## src/rtl/rate_div_pkg.sv

```systemverilog
package rate_div_pkg;
  localparam int unsigned REG_W = 32;
  localparam int unsigned DIV_W = 16;
  localparam logic [DIV_W-1:0] DIV_RESET = 16'h0001;
endpackage

```

## src/rtl/rate_div_reg.sv

```systemverilog
module rate_div_reg
  import rate_div_pkg::*;
#(
  parameter int unsigned RW = REG_W,
  parameter int unsigned DW = DIV_W
) (
  input  logic          clk_i,
  input  logic          rst_ni,
  input  logic          go_i,
  input  logic          wr_en_i,
  input  logic [RW-1:0] wr_data_i,
  output logic [RW-1:0] rd_data_o,
  output logic [DW-1:0] eff_div_o
);
  localparam int unsigned PAD_W = RW - DW;

  logic [DW-1:0] field_q;

  always_ff @(posedge clk_i or negedge rst_ni) begin
    if (!rst_ni)                field_q <= DW'(DIV_RESET);
    else if (wr_en_i && !go_i)  field_q <= wr_data_i[DW-1:0];
  end

  assign rd_data_o = {{PAD_W{1'b0}}, field_q};
  // zero is illegal: count as one
  assign eff_div_o = (field_q == '0) ? DW'(1) : field_q;

  assert_locked_R4: assert property (@(posedge clk_i) disable iff (!rst_ni)
    go_i |=> $stable(field_q));
  assert_write_takes_R3: assert property (@(posedge clk_i) disable iff (!rst_ni)
    (wr_en_i && !go_i) |=> (field_q == $past(wr_data_i[DW-1:0])));
endmodule

```

## src/rtl/rate_div_tick.sv

```systemverilog
module rate_div_tick (
  input  logic clk_i,
  input  logic rst_ni,
  output logic tick_o
);
  logic phase_q;

  always_ff @(posedge clk_i or negedge rst_ni) begin
    if (!rst_ni) phase_q <= 1'b0;
    else         phase_q <= ~phase_q;
  end

  assign tick_o = phase_q;

  assert_tick_alternates_R6: assert property (@(posedge clk_i) disable iff (!rst_ni)
    tick_o |=> !tick_o);
endmodule

```

## src/rtl/rate_div_count.sv

```systemverilog
module rate_div_count
  import rate_div_pkg::*;
#(
  parameter int unsigned DW = DIV_W
) (
  input  logic          clk_i,
  input  logic          rst_ni,
  input  logic          go_i,
  input  logic          tick_i,
  input  logic [DW-1:0] eff_div_i,
  output logic          strobe_o
);
  logic [DW-1:0] cnt_q;
  logic          strobe_q;
  logic [DW:0]   cnt_inc;
  logic          wrap;

  assign cnt_inc = {1'b0, cnt_q} + (DW+1)'(1);
  assign wrap    = (cnt_inc >= {1'b0, eff_div_i});

  always_ff @(posedge clk_i or negedge rst_ni) begin
    if (!rst_ni) begin
      cnt_q    <= '0;
      strobe_q <= 1'b0;
    end else if (!go_i) begin
      cnt_q    <= '0;
      strobe_q <= 1'b0;
    end else if (tick_i) begin
      cnt_q    <= wrap ? '0 : cnt_inc[DW-1:0];
      strobe_q <= wrap;
    end else begin
      strobe_q <= 1'b0;
    end
  end

  assign strobe_o = strobe_q;

  assert_strobe_single_R6: assert property (@(posedge clk_i) disable iff (!rst_ni)
    strobe_q |=> !strobe_q);
  assert_strobe_after_tick_R6: assert property (@(posedge clk_i) disable iff (!rst_ni)
    $rose(strobe_q) |-> $past(tick_i));
  assert_idle_quiet_R7: assert property (@(posedge clk_i) disable iff (!rst_ni)
    !go_i |=> (!strobe_q && cnt_q == '0));
  assert_count_bound_R5: assert property (@(posedge clk_i) disable iff (!rst_ni)
    go_i |=> (cnt_q < $past(eff_div_i)));
endmodule

```

## src/rtl/rate_div_top.sv

```systemverilog
module rate_div_top
  import rate_div_pkg::*;
(
  input  logic             clk_i,
  input  logic             rst_ni,
  input  logic             go_i,
  input  logic             wr_en_i,
  input  logic [REG_W-1:0] wr_data_i,
  output logic [REG_W-1:0] rd_data_o,
  output logic             strobe_o
);
  logic             tick;
  logic [DIV_W-1:0] eff_div;

  rate_div_reg #(.RW(REG_W), .DW(DIV_W)) u_reg (
    .clk_i, .rst_ni, .go_i, .wr_en_i, .wr_data_i,
    .rd_data_o, .eff_div_o(eff_div)
  );

  rate_div_tick u_tick (.clk_i, .rst_ni, .tick_o(tick));

  rate_div_count #(.DW(DIV_W)) u_cnt (
    .clk_i, .rst_ni, .go_i, .tick_i(tick), .eff_div_i(eff_div), .strobe_o
  );

  assert_reserved_zero_R2: assert property (@(posedge clk_i) disable iff (!rst_ni)
    $past(wr_en_i) |-> (rd_data_o[REG_W-1:DIV_W] == '0));
endmodule

```

## config.mk

```make
export PLATFORM = sky130hd
export DESIGN_NAME = rate_div_top
export DESIGN_NICKNAME = d
export VERILOG_FILES = /design/src/rtl/rate_div_pkg.sv /design/src/rtl/rate_div_reg.sv /design/src/rtl/rate_div_tick.sv /design/src/rtl/rate_div_count.sv /design/src/rtl/rate_div_top.sv
export SDC_FILE = /design/constraint.sdc
export NUM_CORES = 1
export LEC_CHECK = 0
export BUFFER_PORTS_ARGS = -buffer_cell sky130_fd_sc_hd__buf_2
export CORE_MARGIN = 8
export CORE_UTILIZATION = 55
export CTS_CLUSTER_SIZE = 40
export DETAILED_ROUTE_END_ITERATION = 10
export PLACE_DENSITY = 0.85
export RECOVER_POWER = 25
export SLEW_MARGIN = 0
export SYNTH_ARGS = -nofsm -noshare
export SYNTH_HDL_FRONTEND = slang
export SYNTH_SLANG_ARGS = --single-unit
export TNS_END_PERCENT = 5
```

## constraint.sdc

```tcl
create_clock -name clk_i -period 7.7 [get_ports clk_i]
set_input_delay 0.385 -clock clk_i [delete_from_list [all_inputs] [get_ports clk_i]]
set_output_delay 0.385 -clock clk_i [all_outputs]
set_load 0.01 [all_outputs]
```

==> results.toml, run 1 <==
[run_status]
status = "complete, but fails checks"
violations = "capacitance limit, slew limit"

[timing]
slew_headroom = -0.217
hold-worst-slack_ns = 0.304
final-max-slew-violation-count = 35
fin_setup_tns_ns = 0
max_freq_mhz = 234
hold_violations = 0
post-route-period-util = 0.555
finalSetupViolations = 0
fin_skew_ns = 0.00878
fin_crit_ns = 4.27
worstMarginPinSlew_ns = 1.83
rsz0062_at_grt = "false"

[clock_network]
clkSinkCount = 34
htree_levels = 2
insertion_delay_ns = 0.29
cts_setup_buffers = 0
clock-root-buffer = "clkbuf_8"
clock_path_buffers = 2
numCtsBuffers = 5
cts_tree = "done"
cts_hold_buf = 0
clk_pin_slew_ns = 0.08
cts_resized = 0

[placed_design]
place_congestion = 0.819
dp_hpwl_mm = 3.67
port_buffers = 36

[power]
power_density_mw_per_mm2 = 179
power_frac_seq = 0.460
p_clk_frac = 0.379
p_sw_uw = 121
ir_worst_vdd_mv = 0.0844
switching_share = 0.280
power.internal_uw = 313
power.share.combinational = 0.161
p_leak_uw = 0.00124

[final_layout]
multi_input_area_mm2 = 0.00115
fillers = 340
drive_gt1_frac = 0.170
num-nets-final = 329
antenna_cells = 0
syn2layout_area_growth_pct = 10.7
regArea_um2 = 852

[drt]
postRouteAntennaNets = 0
drt_iter0_markers = 110
routed_via_density = 5.56
wire_per_inst_um = 14.9
drt_pass1_iterations = 4
route.detailed.drc = 0
dr_total_vias = 1818
wl_mm = 4.88

[logic_synthesis]
avgSynthCellArea_um2 = 8.90
yosysTopAreaCell = "dfrtp_1"
synth_seq_area_share = 0.389
ys_ff_latch = 34
synth.most_common_cell = "dfrtp_1"
async_flop_share = 1.00
synth_top_cells_by_count = "dfrtp_1, nand2_1, inv_1"
synth_warnings = 0
synth_enable_flop_cells = 0
syn_area_mm2 = 0.00219
synth_top_area_share = 0.377
synth-main-ff-cell = "dfrtp_1"
yosys-top-cells-area = "dfrtp_1, ha_1, buf_4"
synth_cells = 246
synth.distinct_cells = 38

[critical_path]
cp-start-kind = "flip-flop"
max_stage_delay_ns = 0.80
crit_path_start = "u_cnt.cnt_q[0]"
reg2reg_from = "u_cnt.cnt_q[0]"
crit_required_ns = 7.88
crit_path_cell_trace = "ha_1, nand3_1, or3_1, nor2_1, xor2_1, ha_1, nand3_1, or3_1, o211ai_1, nor3_2, a221o_1"
crit_path_end_kind = "flip-flop"
cp_max_fo = 16
crit_arrival_ns = 4.45
critPathKind = "flip-flop to flip-flop"
cp_slowest_cell = "o211ai_1"

[global_route]
grt_max_degree = 35
grt_overflow_total = 0
grt_pass1_vias = 1788
grtUsageTotal = 0.165
grt_pass1_wl_mm = 8.29
antenna_found_initial = 0

[floorplan]
die-area_mm2 = 0.00625
num_rows = 23
initial_core_util = 0.559
fp.dieW_um = 79.1
die_y_um = 79.1
core_area_mm2 = 0.00391
pin_count = 69

[min_path]
hold_class = "primary input to flip-flop"
hp-start = "wr_data_i[11]"

[run]
drv_cap = 1
==> cells in the final DEF (no fill, tap or decap), types with 2 or more instances in the layout <==
master     n
buf_2     35
dfrtp_1   33
nand2_1   30
inv_1     18
ha_1      17
o21ai_1   16
conb_1    16
nand3_1   13
xnor2_1   12
nor2_1    12
nor3_1     9
a22o_1     8
a221o_1    7
nand4_1    6
a21oi_1    6
clkbuf_8   5
nor4_1     4
nor2b_1    3
xor2_1     2
and3_1     2
or3_1      2
o41ai_1    2
clkinv_2   2
==> power by group through the flow <==
stage,Sequential (µW),Clock [µW],Combinational (µW)
5_1_grt,202,176,80.2
3_3_place_gp,203,0,68.1
2_1_floorplan,207,0,42.7
4_1_cts,200,165,70.7
6_report,200,165,70.1
3_5_place_dp,203,0,70.4
==> per-stage QoR <==
stage	setup WS, ns	total power (µW)	utilization	instances	instance area, µm²
detailed placement	3.52	273	0.592	319	2320
global route	3.07	458	0.619	327	2420
CTS	3.49	435	0.620	327	2420
floorplan	4.37	250	-	261	2240
global placement	3.53	271	0.592	319	2320
finish	3.43	434	0.619	327	2420
==> area by class of cell <==
class,count,area share
clock buffers,5,0.0284
clock inverters,3,0.0165
inverters,18,0.0279
multi-input cells,181,0.476
flip-flops and latches,34,0.352
well taps,50,0.0258
repair buffers,36,0.0738
==> cell families after synthesis <==
logic type / share of synthesized area
simple gates: 0.188
compound gates: 0.147
buf+inv: 0.110
flops: 0.389
fa+ha+maj: 0.0972
xor+xnor: 0.0560
mux: 0.0103
other cells: 0.00171
==> registers in the layout, indices dropped and copies added, names as in the netlist <==
| name | cells |
|---|---|
| u_cnt.strobe_o | 1 |
| u_tick.tick_o | 1 |
| u_cnt.cnt_q | 16 |
| u_reg.field_q | 16 |
==> worst max-delay path: cells and delay by family, from the launching register on <==
kind | cells | cell delay [ns]
flip-flops | 1 | 0.44
AND/OR/NAND/NOR | 6 | 1.72
XOR/XNOR | 1 | 0.11
adder cells (fa/ha/maj) | 2 | 0.63
AO/OA/AOI/OAI | 2 | 1.24
==> final timing paths <==
| path | cells after the start | slack (ns) | endpoint |
|---|---|---|---|
| setup / recovery | 11 | 3.43 | u_cnt.cnt_q[10] |
| hold / removal | 3 | 0.30 | u_reg.field_q[11] |
| setup reg to reg | 11 | 3.43 | u_cnt.cnt_q[10] |
| hold reg to reg | 1 | 0.48 | u_tick.tick_o |
| max in group asynchronous | 1 | 6.07 | u_cnt.cnt_q[3] |
| min in group asynchronous | 1 | 0.58 | u_cnt.cnt_q[14] |
==> metal layers <==
layer,vias to the layer above,wire length [µm],GRT usage
met5,-,0,0
met4,0,31,0.0556
met3,2,482,0.0553
met2,73,2190,0.245
met1,850,2180,0.219
li1,893,-,-
No activity file was read; power rests on OpenSTA's default activity.
==> run 2: changes to the inputs <==
Settings changed: ABC_AREA set to 1, CORE_UTILIZATION 55 to 53, PLACE_DENSITY 0.85 to 0.81.
Clock period 7.7 ns to 4.14 ns, I/O delays scaled along.
==> run 2 against run 1 <==
Net effect:
- the flow still finishes with violations (capacitance limit, slew limit)
- critical path depth is 5 higher
- sequential cell count stayed put
- area after synthesis is 12% higher
- clock skew is 0.0018 ns lower
- combinational power is 83% higher
- register-to-register slack worse by 2.0 ns
- setup slack worse by 2.0 ns
- clock power is 55% higher
- sequential share of layout area is 3.2 points lower
- via count is 18% higher
- worst hold slack worse by 0.15 ns
==> results.toml, run 2 <==
[logic_synthesis]
synth_top_area_share = 0.338
synth_top_cells_by_count = "nand2_1, inv_1, nor2_1"
synth_warnings = 0
synth-main-ff-cell = "dfrtp_1"
synth_cells = 342
ys_ff_latch = 34
syn_area_mm2 = 0.00244
yosysTopAreaCell = "dfrtp_1"
synth_seq_area_share = 0.349
yosys-top-cells-area = "dfrtp_1, nand2_1, ha_1"
avgSynthCellArea_um2 = 7.14
synth.most_common_cell = "nand2_1"
async_flop_share = 1.00
synth.distinct_cells = 27
synth_enable_flop_cells = 0

[critical_path]
critPathKind = "flip-flop to flip-flop"
crit_cells = 16
crit_path_cell_trace = "ha_1, nand3_2, nor2_1, nand4_1, nand2_1, inv_1, ha_1, nand2_1, inv_1, nand2_1, nor2_1, nand2_1, nand3_2, nor2_4, nand3_1, nand2_1"
cp_top_family = "simple AND/OR/NAND/NOR gates"
crit_arrival_ns = 2.96
r2r_cells = 16
critPathMostFrequentCell = "nand2_1"
cp-start-kind = "flip-flop"
max_stage_delay_ns = 0.44
cp_max_fo = 17
cp.buffers_inverters = 2
cp_slowest_cell = "dfrtp_1"
crit_required_ns = 4.36
crit_path_end_kind = "flip-flop"

[clock_network]
htree_levels = 2
cts_tree = "done"
clock_path_buffers = 2
clkSinkCount = 34
insertion_delay_ns = 0.29
cts_hold_buf = 0
clock-root-buffer = "clkbuf_8"
numCtsBuffers = 5
clk_pin_slew_ns = 0.07
cts_resized = 0
cts_setup_buffers = 0

[final_layout]
drive_gt1_frac = 0.146
mostFrequentLayoutCells = "nand2_1, inv_1, nor2_1"
num-nets-final = 430
design_area_mm2 = 0.00266
multi_input_area_mm2 = 0.00128
fillers = 395
mostFrequentLayoutCell = "nand2_1"
antenna_cells = 0
reg_top3 = "u_cnt.cnt_q: 16 flops, u_reg.field_q: 16 flops"
syn2layout_area_growth_pct = 9.12
regArea_um2 = 852

[timing]
finalSetupViolations = 0
max_freq_mhz = 366
slew_headroom = -0.220
rsz0062_at_grt = "false"
worstMarginPinSlew_ns = 1.83
fin_crit_ns = 2.73
final-max-slew-violation-count = 35
fin_skew_ns = 0.00699
hold_violations = 0
post-route-period-util = 0.660
fin_setup_tns_ns = 0

[drt]
drt_iter0_markers = 140
dr_total_vias = 2144
route.detailed.drc = 0
drt_pass1_iterations = 4
routed_via_density = 4.99
postRouteAntennaNets = 0
wl_mm = 5.43
wire_per_inst_um = 12.6

[global_route]
grtUsageTotal = 0.159
antenna_found_initial = 0
grt_max_degree = 35
grt_overflow_total = 0
grt_pass1_vias = 2023
grt_pass1_wl_mm = 9.39

[floorplan]
pin_count = 69
num_rows = 24
fp.dieW_um = 83.9
die-area_mm2 = 0.00703
initial_core_util = 0.557
core_area_mm2 = 0.00438
die_y_um = 83.9

[min_path]
whs_path_depth = 2
hold_class = "primary input to flip-flop"

[power]
ir_worst_vdd_mv = 0.201
power_density_mw_per_mm2 = 282
p_leak_uw = 0.00161

[placed_design]
port_buffers = 36
dp_hpwl_mm = 4.12
place_congestion = 0.864
post_dp_cell_area_mm2 = 0.00257

[run]
drv_cap = 1

[run_status]
status = "complete, but fails checks"
violations = "capacitance limit, slew limit"
[run 2: final cells by class]
cell class              count  share of cell area
well taps                  52              0.0244
clock buffers               7              0.0324
inverters                  52              0.0733
multi-input cells         248               0.481
repair buffers             36              0.0672
clock inverters             1             0.00188
flip-flops and latches     34               0.320
[run 2: kinds of logic (layout without fill, tap and decap cells)]
family                   after synthesis  in the layout  share of synthesized area
flip-flops                            34             34                      0.349
AND/OR/NAND/NOR                      181            181                      0.325
multiplexers                           1              1                    0.00461
buffers and inverters                 75             96                      0.149
other                                  1             16                    0.00154
adder cells (fa/ha/maj)               17             17                     0.0871
AO/OA/AOI/OAI                         27             27                     0.0615
XOR/XNOR                               6              6                     0.0215
[run 2: stage by stage]
step	util	cells	setup WS, ns	hold WS [ns]	power (µW)
2_1_floorplan	-	357	1.81	-0.0886	459
3_3_place_gp	0.587	422	1.48	0.322	498
3_5_place_dp	0.587	422	1.44	0.331	502
4_1_cts	0.608	430	1.40	0.0165	762
5_1_grt	0.608	430	1.06	0.151	794
6_report	0.608	430	1.41	0.150	752
[run 2: per-layer routing]
metal	global-route usage	routed length [µm]	vias to the layer above
met2	0.258	2570	59
met3	0.0459	327	9
met5	0	0	-
met1	0.196	2440	966
met4	0.0565	92	0
li1	-	-	1110
[run 2: path summary, 6_finish.rpt]
check	start	to	slack, ns
max	u_cnt.cnt_q[0]	u_cnt.cnt_q[4]	1.41
min	wr_data_i[0]	u_reg.field_q[0]	0.15
max reg2reg	u_cnt.cnt_q[0]	u_cnt.cnt_q[4]	1.41
min reg2reg	u_tick.tick_o	u_tick.tick_o	0.45
max in group asynchronous	rst_ni	u_cnt.cnt_q[7]	2.68
min in group asynchronous	rst_ni	u_reg.field_q[7]	0.41
[run 2: where the power goes]
group          internal, µW  switching [µW]  leakage (µW)
Combinational          46.1            81.4       0.00114
Clock                   134             122     0.0000482
Sequential              354            14.0      0.000420
